[config.mk]
export PLATFORM = sky130hd
export DESIGN_NAME = tdd_top
export DESIGN_NICKNAME = d
export VERILOG_FILES = /design/src/rtl/tdd_pkg.sv /design/src/rtl/tdd_edge_sync.sv /design/src/rtl/tdd_capture.sv /design/src/rtl/tdd_width_counter.sv /design/src/rtl/tdd_top.sv
export SDC_FILE = /design/constraint.sdc
export NUM_CORES = 1
export LEC_CHECK = 0
export BUFFER_PORTS_ARGS = -buffer_cell sky130_fd_sc_hd__buf_4
export CAP_MARGIN = 25
export CELL_PAD_IN_SITES_DETAIL_PLACEMENT = 1
export CELL_PAD_IN_SITES_GLOBAL_PLACEMENT = 1
export CORE_ASPECT_RATIO = 0.8
export CORE_MARGIN = 2
export CORE_UTILIZATION = 43
export CTS_BUF_LIST = sky130_fd_sc_hd__clkbuf_8
export DETAILED_ROUTE_END_ITERATION = 10
export MAX_ROUTING_LAYER = met4
export PLACE_DENSITY_LB_ADDON = 0.3
export SYNTH_ARGS = -nofsm -noshare
export SYNTH_HDL_FRONTEND = slang
export SYNTH_HIERARCHICAL = 1
export SYNTH_SLANG_ARGS = --single-unit
export TNS_END_PERCENT = 5
[constraint.sdc]
create_clock -name clk -period 3.2 [get_ports clk]
set_input_delay 0.64 -clock clk [delete_from_list [all_inputs] [get_ports clk]]
set_output_delay 0.64 -clock clk [all_outputs]
set_load 0.01 [all_outputs]
[src/rtl/tdd_pkg.sv]
// Package: shared chain indices and the saturating increment used by the
// width counter. Assumes magnitudes of at most 16 bits.
package tdd_pkg;

    typedef enum logic {
        CH_POS = 1'b0,
        CH_NEG = 1'b1
    } chain_e;

    localparam int NUM_CHAINS = 2;

    // Saturating increment against an all-ones limit.
    function automatic logic [15:0] sat_inc(input logic [15:0] v, input logic [15:0] lim);
        return (v >= lim) ? lim : v + 16'd1;
    endfunction

endpackage

[src/rtl/tdd_edge_sync.sv]
// Module: tdd_edge_sync
// Brings one asynchronous chain-completion signal into the reference clock
// domain and flags a falling edge for one cycle.
// Assumes the signal idles high, so the stages reset to 1 and a low input
// held through reset is reported as a fall after release.
module tdd_edge_sync #(
    parameter int STAGES = 2
) (
    input  logic clk,
    input  logic rst_n,
    input  logic async_in,
    output logic fall
);
    localparam int LAST = STAGES;

    logic [LAST:0] stage_q;

    // Shift register: stages 0..STAGES-1 synchronize, stage STAGES keeps the previous value.
    always_ff @(posedge clk) begin
        if (!rst_n) begin
            stage_q <= '1;
        end else begin
            stage_q <= {stage_q[LAST-1:0], async_in};
        end
    end

    // Falling edge: the previous sample was high and the current sample is low.
    always_comb begin
        fall = stage_q[LAST] & ~stage_q[LAST-1];
    end

endmodule

[src/rtl/tdd_capture.sv]
// Module: tdd_capture
// Per-chain sticky capture flags, modelled on a negative-edge flop with D
// tied high, plus the sign flag. The sign flag is set when the negative
// chain is captured while the positive chain is already captured. An edge
// in the same cycle as clear is dropped, so clear takes priority.
module tdd_capture (
    input  logic clk,
    input  logic rst_n,
    input  logic clr,
    input  logic pos_fall,
    input  logic neg_fall,
    output logic pos_cap,
    output logic neg_cap,
    output logic sign_q,
    output logic pulse,
    output logic both
);
    // Sticky capture of each chain's first falling edge.
    always_ff @(posedge clk) begin
        if (!rst_n || clr) begin
            pos_cap <= 1'b0;
            neg_cap <= 1'b0;
        end else begin
            pos_cap <= pos_cap | pos_fall;
            neg_cap <= neg_cap | neg_fall;
        end
    end

    // Sign flag: set when the negative chain finishes strictly later than the positive chain.
    always_ff @(posedge clk) begin
        if (!rst_n || clr) begin
            sign_q <= 1'b0;
        end else if (neg_fall && pos_cap && !neg_cap) begin
            sign_q <= 1'b1;
        end
    end

    // Result pulse and the both-captured condition.
    always_comb begin
        pulse = pos_cap ^ neg_cap;
        both  = pos_cap & neg_cap;
    end

endmodule

[src/rtl/tdd_width_counter.sv]
// Module: tdd_width_counter
// Counts the reference cycles in which the result pulse is high and
// saturates at the all-ones value of MAG_W bits. A clear overrides counting.
module tdd_width_counter
    import tdd_pkg::*;
#(
    parameter int MAG_W = 8
) (
    input  logic             clk,
    input  logic             rst_n,
    input  logic             clr,
    input  logic             en,
    output logic [MAG_W-1:0] cnt
);
    localparam logic [15:0] LIMIT = 16'((1 << MAG_W) - 1);

    logic [15:0] next_wide;

    // Saturating increment, computed in the package width.
    always_comb begin
        next_wide = sat_inc(16'(cnt), LIMIT);
    end

    // Counter register.
    always_ff @(posedge clk) begin
        if (!rst_n || clr) begin
            cnt <= '0;
        end else if (en) begin
            cnt <= next_wide[MAG_W-1:0];
        end
    end

endmodule

[src/rtl/tdd_top.sv]
// Module: tdd_top
// Time-difference sign-magnitude digitizer. Synchronizes the two chain
// completion signals, captures their falling edges and measures the XOR
// pulse. When both chains are captured it loads {sign, magnitude} into the
// output word, strobes valid and the row trigger, and clears the captures.
// Assumes both chain inputs are high again before the next row's edges.
module tdd_top
    import tdd_pkg::*;
#(
    parameter int MAG_W       = 8,
    parameter int SYNC_STAGES = 2
) (
    input  logic           clk,
    input  logic           rst_n,
    input  logic           pos_chain_end,
    input  logic           neg_chain_end,
    output logic           result_pulse,
    output logic [MAG_W:0] result_word,
    output logic           result_valid,
    output logic           row_trig
);
    localparam int WORD_W = MAG_W + 1;

    logic [NUM_CHAINS-1:0] chain_in;
    logic [NUM_CHAINS-1:0] chain_fall;
    logic                  pos_cap;
    logic                  neg_cap;
    logic                  sign_q;
    logic                  both;
    logic [MAG_W-1:0]      cnt_q;
    logic                  done_q;
    logic [WORD_W-1:0]     word_q;

    // Chain inputs gathered by index.
    always_comb begin
        chain_in[CH_POS] = pos_chain_end;
        chain_in[CH_NEG] = neg_chain_end;
    end

    genvar gi;
    generate
        for (gi = 0; gi < NUM_CHAINS; gi++) begin : g_sync
            tdd_edge_sync #(.STAGES(SYNC_STAGES)) sync_i (
                .clk      (clk),
                .rst_n    (rst_n),
                .async_in (chain_in[gi]),
                .fall     (chain_fall[gi])
            );
        end
    endgenerate

    tdd_capture cap_i (
        .clk      (clk),
        .rst_n    (rst_n),
        .clr      (both),
        .pos_fall (chain_fall[CH_POS]),
        .neg_fall (chain_fall[CH_NEG]),
        .pos_cap  (pos_cap),
        .neg_cap  (neg_cap),
        .sign_q   (sign_q),
        .pulse    (result_pulse),
        .both     (both)
    );

    tdd_width_counter #(.MAG_W(MAG_W)) cnt_i (
        .clk   (clk),
        .rst_n (rst_n),
        .clr   (both),
        .en    (result_pulse),
        .cnt   (cnt_q)
    );

    // Output stage: load the word and raise the one-cycle strobe when both chains are in.
    always_ff @(posedge clk) begin
        if (!rst_n) begin
            word_q <= '0;
            done_q <= 1'b0;
        end else begin
            done_q <= both;
            if (both) begin
                word_q <= {sign_q, cnt_q};
            end
        end
    end

    // Port drive.
    always_comb begin
        result_word  = word_q;
        result_valid = done_q;
        row_trig     = done_q;
    end

endmodule

# After elaboration in Yosys (flattened, before gate mapping)

Cells that the tools add are included.

Flip-flop bits (word level): 27
Input port bits: 4
Output and inout port bits: 12
Word-level logic and storage cells: 24

Add/subtract/negate cells: 1
Magnitude comparators: 1
Mux-type cells: 1
Bitwise operators: 8
Reductions and logical operators: 5

Operators by type and width:

| operator              | number |
|---|---|
| $add A8 B1 Y8 const B | 1 |
| $ge A8 B8 Y1 const B  | 1 |
| $mux W8               | 1 |
| $and A1 B1 Y1         | 3 |
| $logic_and A1 B1 Y1   | 2 |
| $logic_not A1 Y1      | 2 |
| $not A1 Y1            | 2 |
| $or A1 B1 Y1          | 2 |
| $logic_or A1 B1 Y1    | 1 |
| $xor A1 B1 Y1         | 1 |

# Depth between registers and ports, before layout

Gate-level depths: netlist (run 1).

Word-level depth: 4
Mapped depth: 4
Mapped depth without buffers: 4

# Modules after synthesis

The synthesis (run 1) kept the hierarchy.

By module, submodules not included:

| module            | times used | cells an instance | area each (µm²) | sequential area each (µm²) |
|---|---|---|---|---|
| tdd_width_counter | 1          | 41                | 379.1           | 160.2 |
| tdd_top           | 1          | 31                | 372.9           | 200.2 |
| tdd_edge_sync     | 2          | 7                 | 85.1            | 60.1 |
| tdd_capture       | 1          | 12                | 110.1           | 60.1 |

# Worst setup path after synthesis (run 1)

Ideal clock, no wire load.

Path type: register to register
Start point: register cap_i.pos_cap
End point: register cnt_i.cnt[5]
Setup time: 0.118 ns
Arrival time: 1.271 ns
Data required time: 3.082 ns
Slack: 1.811 ns
Cell stages (with the launch flop): 5
Path buffers: 0
Clock period less this slack: 1.389 ns
Path through: dfxtp_1 ha_1 and4_1 and4bb_2 nor3_1

Elaborated cells between the ends (all ways): 3
Classes of those cells: bitwise: 2; reduce/logical: 1

RTL lines:

| element                | line                    | RTL |
|---|---|---|
| start, declared        | tdd_capture.sv:12       | `output logic pos_cap,` |
| start signal, assigned | tdd_capture.sv:24       | `pos_cap <= pos_cap \| pos_fall;` |
| $xor A1 B1 Y1          | tdd_capture.sv:40       | `pulse = pos_cap ^ neg_cap;` |
| net result_pulse       | tdd_top.sv:17           | `output logic result_pulse,` |
| end signal, assigned   | tdd_width_counter.sv:29 | `cnt <= next_wide[MAG_W-1:0];` |
| end, declared          | tdd_width_counter.sv:13 | `output logic [MAG_W-1:0] cnt` |

The timed path passes the listed nets, and every way through them passes these cells.
A chain may end at the register's enable or synchronous reset.

# Worst setup path after layout (run 1)

Start point: register cap_i.pos_cap
End point: output result_pulse

Cells in the longest elaborated chain, start to end: 1

RTL lines:

| element       | line |
|---|---|
| $xor A1 B1 Y1 | tdd_capture.sv:40 |
| end, declared | tdd_top.sv:17 |

No other way between the ends.

==> results.txt, run 1 <==
- The run finished, with violations left.
- Failing checks: DRC
- Detailed Routing Iterations Pass 1: 8
* Congestion Overflow GR: 0
- The largest total area in the synthesized netlist belongs to dfxtp_1.
- The critical path goes through ha_1 > buf_4.
- Worst-skew pair later-pin latency: 0.28 ns
* Share of layout cells above drive strength 1: 19.1%
- CTS Root Buffer Type: clkbuf_8
- Maximum number of pins on one net before global-route repair: 20
- For this run, the share of the core covered by cells in the final layout is 54.4%.
- The startpoint identified for the worst register-to-register timing path is cap_i/pos_cap$_SDFF_PP0_.
* Drt total wl: 2130 µm
- On the worst path, the slowest cell contributes a delay of 0.44 ns.
- Peak supply drop: 0.263 mV
* Number of flip-flops and latches in the synthesized netlist: 27
* Crit start category: flop
- For this block, the via count after detailed routing is 784.
* Area share of the largest cell type after synthesis: 52.4%
- For this design the ratio of total power to cell area is 477 nW/µm².
- Worst setup path start: cap_i/pos_cap$_SDFF_PP0_
- Highest-delay cell along the critical path: ha_1
* Crit Path Class: reg -> out
* Max-slew violation count: 0
- Slew of the pin with the lowest slew margin: 0.642 ns
- Cell count after synthesis: 98
- Number of port buffers: 15
- Number of ports placed on the die boundary: 16
- Registers are responsible for 60.9% of the overall power.
- Counting every sink on the clock net gives 27.
- The worst pin sits at a relative slew slack of 57.2%.
* Number of resized instances in the post-cts repair step: 0
- CTS built an H-tree with a depth of 1.
- Y dimension of the die: 47.8 µm
* RSZ-0062 raised after global routing: no
* Leakage power: 0.452 nW
- The number of cells on the worst reg-to-reg path is 4.
- Total power for the finished layout comes to 0.574 mW.
* Detail Route Antenna Nets: 0
- Setup slack on the worst reg-to-reg path comes out at 1.66 ns.
* Shortest period the worst path allows: 1.86 ns
- The final layout contains 122 nets.
* Switching power total: 0.128 mW
- Residual DRC: 2
- At the worst endpoint, the required time is 2.56 ns.
* Worst min path class: reg -> reg
* Total number of placement rows: 15
* Critical register-to-register path endpoint: cnt_i/cnt[0]$_SDFFE_PP0P_
* Count of flip-flops with a built-in enable after synthesis: 0
- The final critical path takes up 58.2% of the cycle.
* Area grow syn2layout: 16.6%
* First-pass GRT wire length: 3380 µm
- Clock-pin slew was measured on the worst setup and hold paths at 0.09 ns.
- Of the total power, combinational logic draws 5.4%.
- Unique cell type count in the Yosys netlist: 27
- Share of power burned in the clock network: 33.7%
- Post-CTS timing repair inserted 0 buffers for setup.
- After synthesis, the share of flip-flops with an asynchronous set or reset is 0%.
- After synthesis, the cell types taking the most area are dfxtp_1 (52%), mux2i_1 (8.7%), nor2b_1 (7.3%), a31oi_1 (4.2%), nand2b_1 (4.2%).
* Final setup vio count: 0
- Core area: 2210 µm²
- In this run, post-CTS hold repair placed 0 buffers.
- Initial antenna violation count: 0
- TritonCTS built the clock tree.
* Leading post-synthesis cells by instance count: dfxtp_1 (27), nor2b_1 (12), mux2i_1 (9)
* Sequential share of the synthesized area: 52.4%
* Internal power component: 0.445 mW
- The Yosys step of the flow raised 6 warnings.
- At the end of routability-driven placement, the weighted congestion stood at 0.783.
- The number of antenna diodes in the final layout is 0.
- Clock Path Buffers: 2
* Die Area: 2810 µm²
- The first routing iteration left 33 violations.
- Routed vias/inst: 5.60
- On the final layout, the worst clock skew is 0.00742 ns.
- Following the worst setup path forward leads to its endpoint at result_pulse.
* Number of CTS-inserted buffers: 3
- WL per Instance: 15.2 µm
- By instance count, the leading cell after synthesis is dfxtp_1.
- Leaving out filler cells and counting taps, the final layout contains 140.
- In this run switching power makes up 22.4% of total power.
- Max-cap violations in this run came to 0.
- Total Routing Usage GR: 17.6%
- In this run the cell area of the synthesized design comes to 1030 µm².
- Maximum fanout count along the critical path: 9
- The most used flip-flop cell after synthesis is dfxtp_1.
- Average cell area after synthesis: 10.5 µm²
- Counting every net in the synthesized netlist gives 104.
- The number of global-route vias before repair came to 746.
* Worst EP arrival: 1.22 ns
* Placed wire-length estimate after detailed placement: 1490 µm
- Static timing analysis puts the maximum clock frequency at 0.537 GHz.
* Critical path endpoint category: primary output
- The final hold violation count was 0.
- Die extent in x: 58.8 µm
- Initial cell density of the core: 46.6%
- Once placement completed, the tool counted placed cells totaling 136.
* TNS Setup: 0 ns
[worst min path at each step]
stage,start,depth (start not counted),end
2_1_floorplan,g_sync[0].sync_i/stage_q[0]$_SDFF_PN1_,1,g_sync[0].sync_i/stage_q[1]$_SDFF_PN1_
3_3_place_gp,g_sync[1].sync_i/stage_q[0]$_SDFF_PN1_,1,g_sync[1].sync_i/stage_q[1]$_SDFF_PN1_
3_5_place_dp,g_sync[0].sync_i/stage_q[0]$_SDFF_PN1_,1,g_sync[0].sync_i/stage_q[1]$_SDFF_PN1_
4_1_cts,g_sync[0].sync_i/stage_q[0]$_SDFF_PN1_,1,g_sync[0].sync_i/stage_q[1]$_SDFF_PN1_
5_1_grt,g_sync[0].sync_i/stage_q[0]$_SDFF_PN1_,1,g_sync[0].sync_i/stage_q[1]$_SDFF_PN1_
6_report,g_sync[0].sync_i/stage_q[0]$_SDFF_PN1_,1,g_sync[0].sync_i/stage_q[1]$_SDFF_PN1_
[registers in the layout, summed over array words and instances, names as in the netlist]
name / cells
result_word: 9
result_valid: 1
cap_i/neg_cap: 1
cnt_i/cnt: 8
cap_i/sign_q: 1
g_sync.sync_i/stage_q: 6
cap_i/pos_cap: 1
[final cells by class]
class | instances | area [µm²]
fillers | 248 | 1010
multi-input cells | 66 | 462
clock buffers | 3 | 41.3
clock inverters | 1 | 5.00
inverters | 3 | 11.3
well taps | 25 | 31.3
flip-flops and latches | 27 | 541
repair buffers | 15 | 113
[per-stage QoR]
stage                     instance area [µm²]  hold slack [ns]  worst slack (ns)
after global placement                   1160            0.388              1.69
after floorplan                          1030            0.386              1.81
final                                    1200            0.418              1.34
after global routing                     1200            0.428              1.26
after CTS                                1200            0.422              1.34
after detailed placement                 1160            0.399              1.64
[power by group through the flow]
stage | Clock [mW] | Sequential, mW | Combinational, mW
after floorplan | 0 | 0.355 | 0.0189
after global placement | 0 | 0.356 | 0.0287
after detailed placement | 0 | 0.357 | 0.0307
after CTS | 0.202 | 0.349 | 0.0314
after global routing | 0.212 | 0.350 | 0.0345
final | 0.194 | 0.349 | 0.0309
[routing by layer]
layer  vias up  GRT usage [%]  wire length, µm
met3         5           5.41              101
met1       381           18.3              966
met5         -              -                0
li1        383              -                -
met4         0           8.18               36
met2        15           31.1             1020
[layout by cell type, fill, tap and decap left out, drive strengths merged, types with 2 or more instances in the layout]
master,Yosys,layout
clkbuf,0,3
buf,2,15
nand2b,7,7
a21oi,2,2
nor2b,12,12
nand4,2,2
a31oi,7,7
inv,3,3
mux2i,9,9
and3,2,2
o21ai,4,4
dfxtp,27,27
and4,3,3
nand3,2,2
ha,2,2
nor2,4,4
[logic make-up after synthesis]
family	synth area share (%)
muxes	8.73
and+or+nand+nor	24.1
adders and majority gates	2.42
DFF	52.4
AOI/OAI and AO/OA	9.46
buffers and inverters	2.91
[critical path: cells and delay by family, from the launching register on]
kind                     cells  cell delay [ns]
flip-flops                   1             0.34
buffers and inverters        1             0.17
adder cells (fa/ha/maj)      1             0.44
Power figures use the tool's default switching activity.
==> inputs of run 2 (changes only) <==
Clock period 3.2 ns to 1.9 ns, I/O delays scaled along.
==> run 2 against run 1 <==
  * The flow still finishes with violations (DRC)
  * Flip-flop and latch count did not move
  * Clock power rose by 55%
  * Highest routed layer unchanged
  * First-iteration DRC count down 18%
  * Critical path type unchanged
  * Clock skew hardly changed
  * Worst setup slack got worse by 1.0 ns
  * Largest power group unchanged
  * Die area is the same
==> results.txt, run 2 (synthesis gave the netlist of run 1 again) <==
* Area grow syn2layout: 16.5% (was 16.6%)
- After layout, the worst path uses 82.2% of the clock period.
- Final-report hold violation count: 0 (unchanged)
- Highest-count cells in the layout ignoring fill and taps: dfxtp_1 (27), buf_4 (15), nor2b_1 (12), mux2i_1 (9) (unchanged).
* Hold Buf Count CTS: 0 (unchanged)
- Die Area: 2810 µm² (unchanged)
- Nets@finish: 122 (unchanged)
* Initial antenna violation count: 0 (unchanged)
- # fillers: 253 (was 248)
- Total number of placement rows: 15 (unchanged)
- The share of final-layout standard cells stronger than drive strength 1 was 18.3% (was 19.1%).
- The maximum clock skew at final layout came to 0.00693 ns (was 0.00742 ns).
* Critical path buffers and inverters: 1 (unchanged)
- Status: finished with violations (unchanged)
- The routed length per instance is 13.6 µm (was 15.2 µm).
- Worst-path cell chain: ha_1 > buf_4 (unchanged)
* Cell Pwr Density: 780 nW/µm² (was 477 nW/µm²)
- The pin count of the biggest net entering global routing is 20 (unchanged).
* Final GP Congestion: 0.782 (was 0.783)
- Detailed Routing Iterations Pass 1: 8 (unchanged)
- The worst slew slack as a fraction of its limit came to 60.6% (was 57.2%).
* Routed vias/inst: 5.56 (was 5.60)
* Clock slew seen by the registers of the worst setup and hold paths: 0.08 ns (was 0.09 ns)
- CTS Root Buffer Type: clkbuf_8 (unchanged)
* Slew of the pin with the lowest slew margin: 0.592 ns (was 0.642 ns)
* Total chip power: 0.938 mW (was 0.574 mW)
- Worst min path class: in -> reg (was reg -> reg)
* Gate family responsible for the most delay along the worst path: adder cells (unchanged)
- Via count of the first global-routing pass: 702 (was 746)
- Via total after detailed routing: 778 (was 784)
- The half-perimeter wire length after detailed placement was 1390 µm (was 1490 µm).
* Least setup slack across all paths after layout: 0.339 ns (was 1.34 ns)
* Final core utilization: 54.3% (was 54.4%)
* Final setup vio count: 0 (unchanged)
- Initial cell density of the core: 46.6% (unchanged)
* TNS Setup: 0 ns (unchanged)
- Placed instance area: 1160 µm² (unchanged)
- The startpoint class of the critical path was a flop (unchanged).
- Post-CTS Setup Repair Bufs: 0 (unchanged)
* RSZ-0062 raised after global routing: no (unchanged)
- Number of port buffers: 15 (unchanged)
- Crit Path Class: reg -> out (unchanged)
- The post-cts gate resize count is 0 (unchanged).
- The count of pins over their slew limit was 0 (unchanged).
* Post-route cell area: 1200 µm² (about the same)
* Peak supply drop: 0.585 mV (was 0.263 mV)
- The clock network latency to the later pin of the worst-skew pair was 0.26 ns (was 0.28 ns).
* Leakage power: 0.453 nW (was 0.452 nW)
- The width of the die was 58.8 µm (unchanged).
- Congestion Overflow GR: 0 (unchanged)
- Clock sink count: 27 (unchanged)
- Flip-flop count of the largest register, all copies and words added: 9 (unchanged)
- The global-route usage over all layers was 15.9% (was 17.6%).
- The maximum clock insertion buffer count came to 2 (unchanged).
* First-pass GRT wire length: 3180 µm (was 3380 µm)
- Number of CTS-inserted buffers: 3 (unchanged)
* Y dimension of the die: 47.8 µm (unchanged)
- Drt total wl: 1910 µm (was 2130 µm)
- Shortest period the worst path allows: 1.56 ns
- The worst slack after detailed placement came to 0.418 ns (was 1.64 ns).
- The delay of the slowest cell on the worst path was 0.42 ns (was 0.44 ns).
- The signal arrival time at the worst endpoint is 1.18 ns (was 1.22 ns).
- The residual antenna-violating net count after detailed routing was 0 (unchanged).
- Inserted Diodes: 0 (unchanged)
- Maximum clock frequency: 0.641 GHz
* Required time at the worst-slack endpoint: 1.52 ns (was 2.56 ns)
- Highest-delay cell along the critical path: ha_1 (unchanged)
- The CTS tree was done (unchanged).
- Core area: 2210 µm² (unchanged)
- The DRC violation count after routing was 2 (unchanged).
* Failing checks: DRC (unchanged)
- Number of H-tree branching levels: 1 (unchanged)
* Iteration-0 DRC count of the detailed router: 27 (was 33)
- Total of max-cap violations: 0 (unchanged)
- The largest fanout on the critical path came to 9 (unchanged).
- The commonest non-fill, non-tap cell in the layout is dfxtp_1 (unchanged).
* Critical path endpoint category: primary output (unchanged)
- The number of top-level design ports was 16 (unchanged).
## run 2: changes by cell type in the layout (fill, tap and decap cells not counted), sizes merged
cell / before / now
clkinv: 1 / 0
inv: 3 / 4
## run 2: final cells by class
| class | count | area (µm²) | share of cell area (%) |
|---|---|---|---|
| clock inverters | 1 | 3.75 | 0.312 |
| flip-flops and latches | 27 | 541 | 45.0 |
| inverters | 3 | 11.3 | 0.937 |
| well taps | 25 | 31.3 | 2.60 |
| multi-input cells | 66 | 462 | 38.4 |
| clock buffers | 3 | 41.3 | 3.43 |
| repair buffers | 15 | 113 | 9.37 |
## run 2: where the power goes
part           switching (mW)  internal (mW)
Clock                   0.157          0.144
Combinational          0.0251         0.0242
Sequential            0.00903          0.578
Total                   0.191          0.747
## run 2: stage by stage
stage                     cells  hold WS [ns]
after floorplan              98         0.386
after global placement      136         0.391
after detailed placement    136         0.397
after CTS                   140         0.289
after global routing        140         0.306
final                       140         0.299
## run 2: per-layer routing
| layer | up-vias | share of wire, % | track usage (%) |
|---|---|---|---|
| li1 | 381 | - | - |
| met5 | - | 0 | - |
| met4 | 0 | 0.99 | 5.45 |
| met2 | 22 | 44 | 24.7 |
| met3 | 2 | 6.3 | 5.14 |
| met1 | 373 | 49 | 19.8 |
## run 2: final timing paths
| path | to | slack [ns] | startpoint | cells after the start |
|---|---|---|---|---|
| worst max-delay path | result_pulse | 0.34 | cap_i/pos_cap$_SDFF_PP0_ | 2 |
| worst min-delay path | g_sync[1].sync_i/stage_q[0]$_SDFF_PN1_ | 0.30 | neg_chain_end | 2 |
| worst max register to register | cnt_i/cnt[5]$_SDFFE_PP0P_ | 0.40 | cap_i/pos_cap$_SDFF_PP0_ | 4 |
| worst min register to register | g_sync[0].sync_i/stage_q[1]$_SDFF_PN1_ | 0.42 | g_sync[0].sync_i/stage_q[0]$_SDFF_PN1_ | 1 |
==> inputs of run 3 (changes only) <==
Clock period 1.9 ns to 1.45 ns, I/O delays scaled along.
==> run 3 against run 2 <==
  * Worst hold slack got worse by 0.10 ns
  * Worst setup slack got worse by 0.30 ns
  * Critical endpoint is now cnt_i/cnt[5]$_SDFFE_PP0P_
  * Critical path depth increased by 3
  * The run still ends with DRC left
  * Core utilization increased by 3.9 points
  * Largest cell class unchanged
  * Via count increased by 3.2%
==> results.txt, run 3 (synthesis gave the netlist of run 1 again) <==
- Iteration-0 DRC count of the detailed router: 23 (was 27)
- Switching part of the total: 21.7% (was 20.4%)
- Switching power total: 0.276 mW (was 0.191 mW)
- Die Area: 2810 µm² (unchanged)
- The global-route usage over all layers was 19.0% (was 15.9%).
- Worst EP arrival: 1.57 ns (was 1.18 ns)
- The depth of the worst register-to-register path came to 5 (was 4).
- Detail Route Antenna Nets: 0 (unchanged)
- The detailed-route vias per instance was 5.46 (was 5.56).
- Maximum number of pins on one net before global-route repair: 20 (unchanged)
- Slew of the pin with the lowest slew margin: 0.315 ns (was 0.592 ns)
- Maximum fanout count along the critical path: 6 (was 9)
- Status: finished with violations (unchanged).
- Startpoint of the tightest hold check path: neg_chain_end (unchanged)
- Combinational share of power: 7.1% (was 5.3%)
- The clock edge transition at the registers on the reported setup and hold paths came to 0.09 ns (was 0.08 ns).
- The half-perimeter wire length after detailed placement is 1610 µm (was 1390 µm).
- The maximum clock insertion buffer count is 2 (unchanged).
* Share of power burned in the clock network: 32.4% (was 32.1%)
* Cell Pwr Density: 987 nW/µm² (was 780 nW/µm²)
- The number of top-level design ports is 16 (unchanged).
- WL per Instance: 15.4 µm (was 13.6 µm)
- The count of input and output buffers was 15 (unchanged).
- The critical path capture point type is a flop (was primary output).
- Residual DRC: 2 (unchanged)
* Via count of the first global-routing pass: 839 (was 702)
- CTS Root Buffer Type: clkbuf_8 (unchanged)
* Post-route clock skew: 0.00489 ns (was 0.00693 ns)
- The number of antenna violations at the first check in global routing is 0 (unchanged).
- The final cell utilization of the core came to 58.2% (was 54.3%).
- In the finished design, the share of the clock period the worst path needs comes to 97.1%.
- The clock network latency to the later pin of the worst-skew pair is 0.27 ns (was 0.26 ns).
* Peak supply drop: 0.714 mV (was 0.585 mV)
* Y dimension of the die: 47.8 µm (unchanged)
- The beginning of the worst register-to-register path is cap_i/pos_cap$_SDFF_PP0_ (unchanged).
- Post-Route Hold Slack: 0.197 ns (was 0.299 ns)
* Inserted Diodes: 0 (unchanged)
* Detailed Routing Iterations Pass 1: 7 (was 8)
- Highest-count cells in the layout ignoring fill and taps: dfxtp_1 (25), buf_4 (20), nor2b_1 (12), mux2i_1 (9) (was dfxtp_1 (27), buf_4 (15), nor2b_1 (12), mux2i_1 (9))
- Maximum clock frequency: 0.710 GHz
- Final-report hold violation count: 0 (unchanged)
- Initial cell density of the core: 46.6% (unchanged)
- The power share of the sequential group was 60.5% (was 62.6%).
- Total number of placement rows: 15 (unchanged)
* Number of cells on the worst hold path: 2 (unchanged)
* TNS Setup: 0 ns (unchanged)
* Worst min path class: in -> reg (unchanged)
- The placer congestion estimate is 0.720 (was 0.782).
* Shortest period the worst path allows: 1.41 ns
* Flip-flop count of the largest register, all copies and words added: 9 (unchanged)
* Die extent in x: 58.8 µm (unchanged)
- The static leakage power came to 0.491 nW (was 0.453 nW).
- Drt total wl: 2260 µm (was 1910 µm)
- The commonest non-fill, non-tap cell in the layout is dfxtp_1 (unchanged).
- # fillers: 249 (was 253)
- Final setup vio count: 0 (unchanged)
* RSZ-0062 raised after global routing: yes (was no)
* First-pass GRT wire length: 3730 µm (was 3180 µm)
* Worst setup path start: cap_i/pos_cap$_SDFF_PP0_ (unchanged)
* Share of layout cells above drive strength 1: 27.9% (was 18.3%)
* Number of H-tree branching levels: 1 (unchanged)
* Core area: 2210 µm² (unchanged)
* Crit Path Class: reg -> reg (was reg -> out)
- The count of pins over their slew limit is 0 (unchanged).
- Internal power component: 0.996 mW (was 0.747 mW)
* TritonCTS clock tree: done (unchanged)
* Clock sink count: 27 (unchanged)
* Crit start category: flop (unchanged)
* Required time at the worst-slack endpoint: 1.62 ns (was 1.52 ns)
- The synthesis-to-layout area growth was 24.8% (was 16.5%).
* Nets@finish: 129 (was 122)
- Congestion Overflow GR: 0 (unchanged)
- The worst slew slack as a fraction of its limit is 79.0% (was 60.6%).
- Number of CTS-inserted buffers: 3 (unchanged)
- The total via count after detailed routing is 803 (was 778).
- The max-capacitance violation count was 0 (unchanged).
* Failing checks: DRC (unchanged)
## run 3: changes by cell type in the layout (fill, tap and decap cells not counted), sizes merged
cell	delta
buf	+7
## run 3: worst max-delay path, stage by stage (launching register included)
cell and delay, ns:
dfxtp_4 0.37, ha_4 0.27, buf_4 0.10, and4_2 0.27, and4bb_2 0.25, nor3_2 0.05
## run 3: power by group through the flow
stage          Sequential [mW]  Clock [mW]  Combinational, mW
6_report                 0.769       0.412             0.0906
2_1_floorplan            0.784           0             0.0416
3_3_place_gp             0.784           0             0.0751
4_1_cts                  0.769       0.430             0.0841
5_1_grt                  0.771       0.467              0.101
3_5_place_dp             0.785           0             0.0784
## run 3: per-layer routing
layer	track usage, %	share of wire [%]	vias up
met4	8.18	0.49	0
met3	5.14	3.7	2
met1	20.0	44	392
met2	34.2	52	14
li1	-	-	395
met5	-	0	-
## run 3: final cells by class
type	count	area, µm²	area share, %
multi-input cells	66	483	37.5
clock buffers	3	41.3	3.20
well taps	25	31.3	2.43
repair buffers	22	173	13.4
inverters	3	11.3	0.874
clock inverters	1	3.75	0.291
flip-flops and latches	27	546	42.3
## run 3: final timing paths
kind         slack, ns                                     end
max               0.04               cnt_i/cnt[5]$_SDFFE_PP0P_
min               0.20  g_sync[1].sync_i/stage_q[0]$_SDFF_PN1_
max reg2reg       0.04               cnt_i/cnt[5]$_SDFFE_PP0P_
min reg2reg       0.41  g_sync[1].sync_i/stage_q[1]$_SDFF_PN1_
## run 3: stage by stage
step | total power [mW] | cells | instance area [µm²] | setup slack, ns
after global placement | 0.859 | 142 | 1200 | 0.146
after floorplan | 0.825 | 98 | 1030 | 0.0610
after CTS | 1.28 | 147 | 1270 | 0.0133
final | 1.27 | 147 | 1290 | 0.0424
after global routing | 1.34 | 147 | 1290 | 0.00129
after detailed placement | 0.863 | 142 | 1200 | 0.0972
## run 3: repair_timing
item | CTS | global route
hold buffers | 0 | 0
pin swaps | 1 | 0
gates resized for setup | 3 | 6
endpoints found under the setup margin | 1 | 5
gates cloned | 0 | 0
setup buffers | 1 | 0
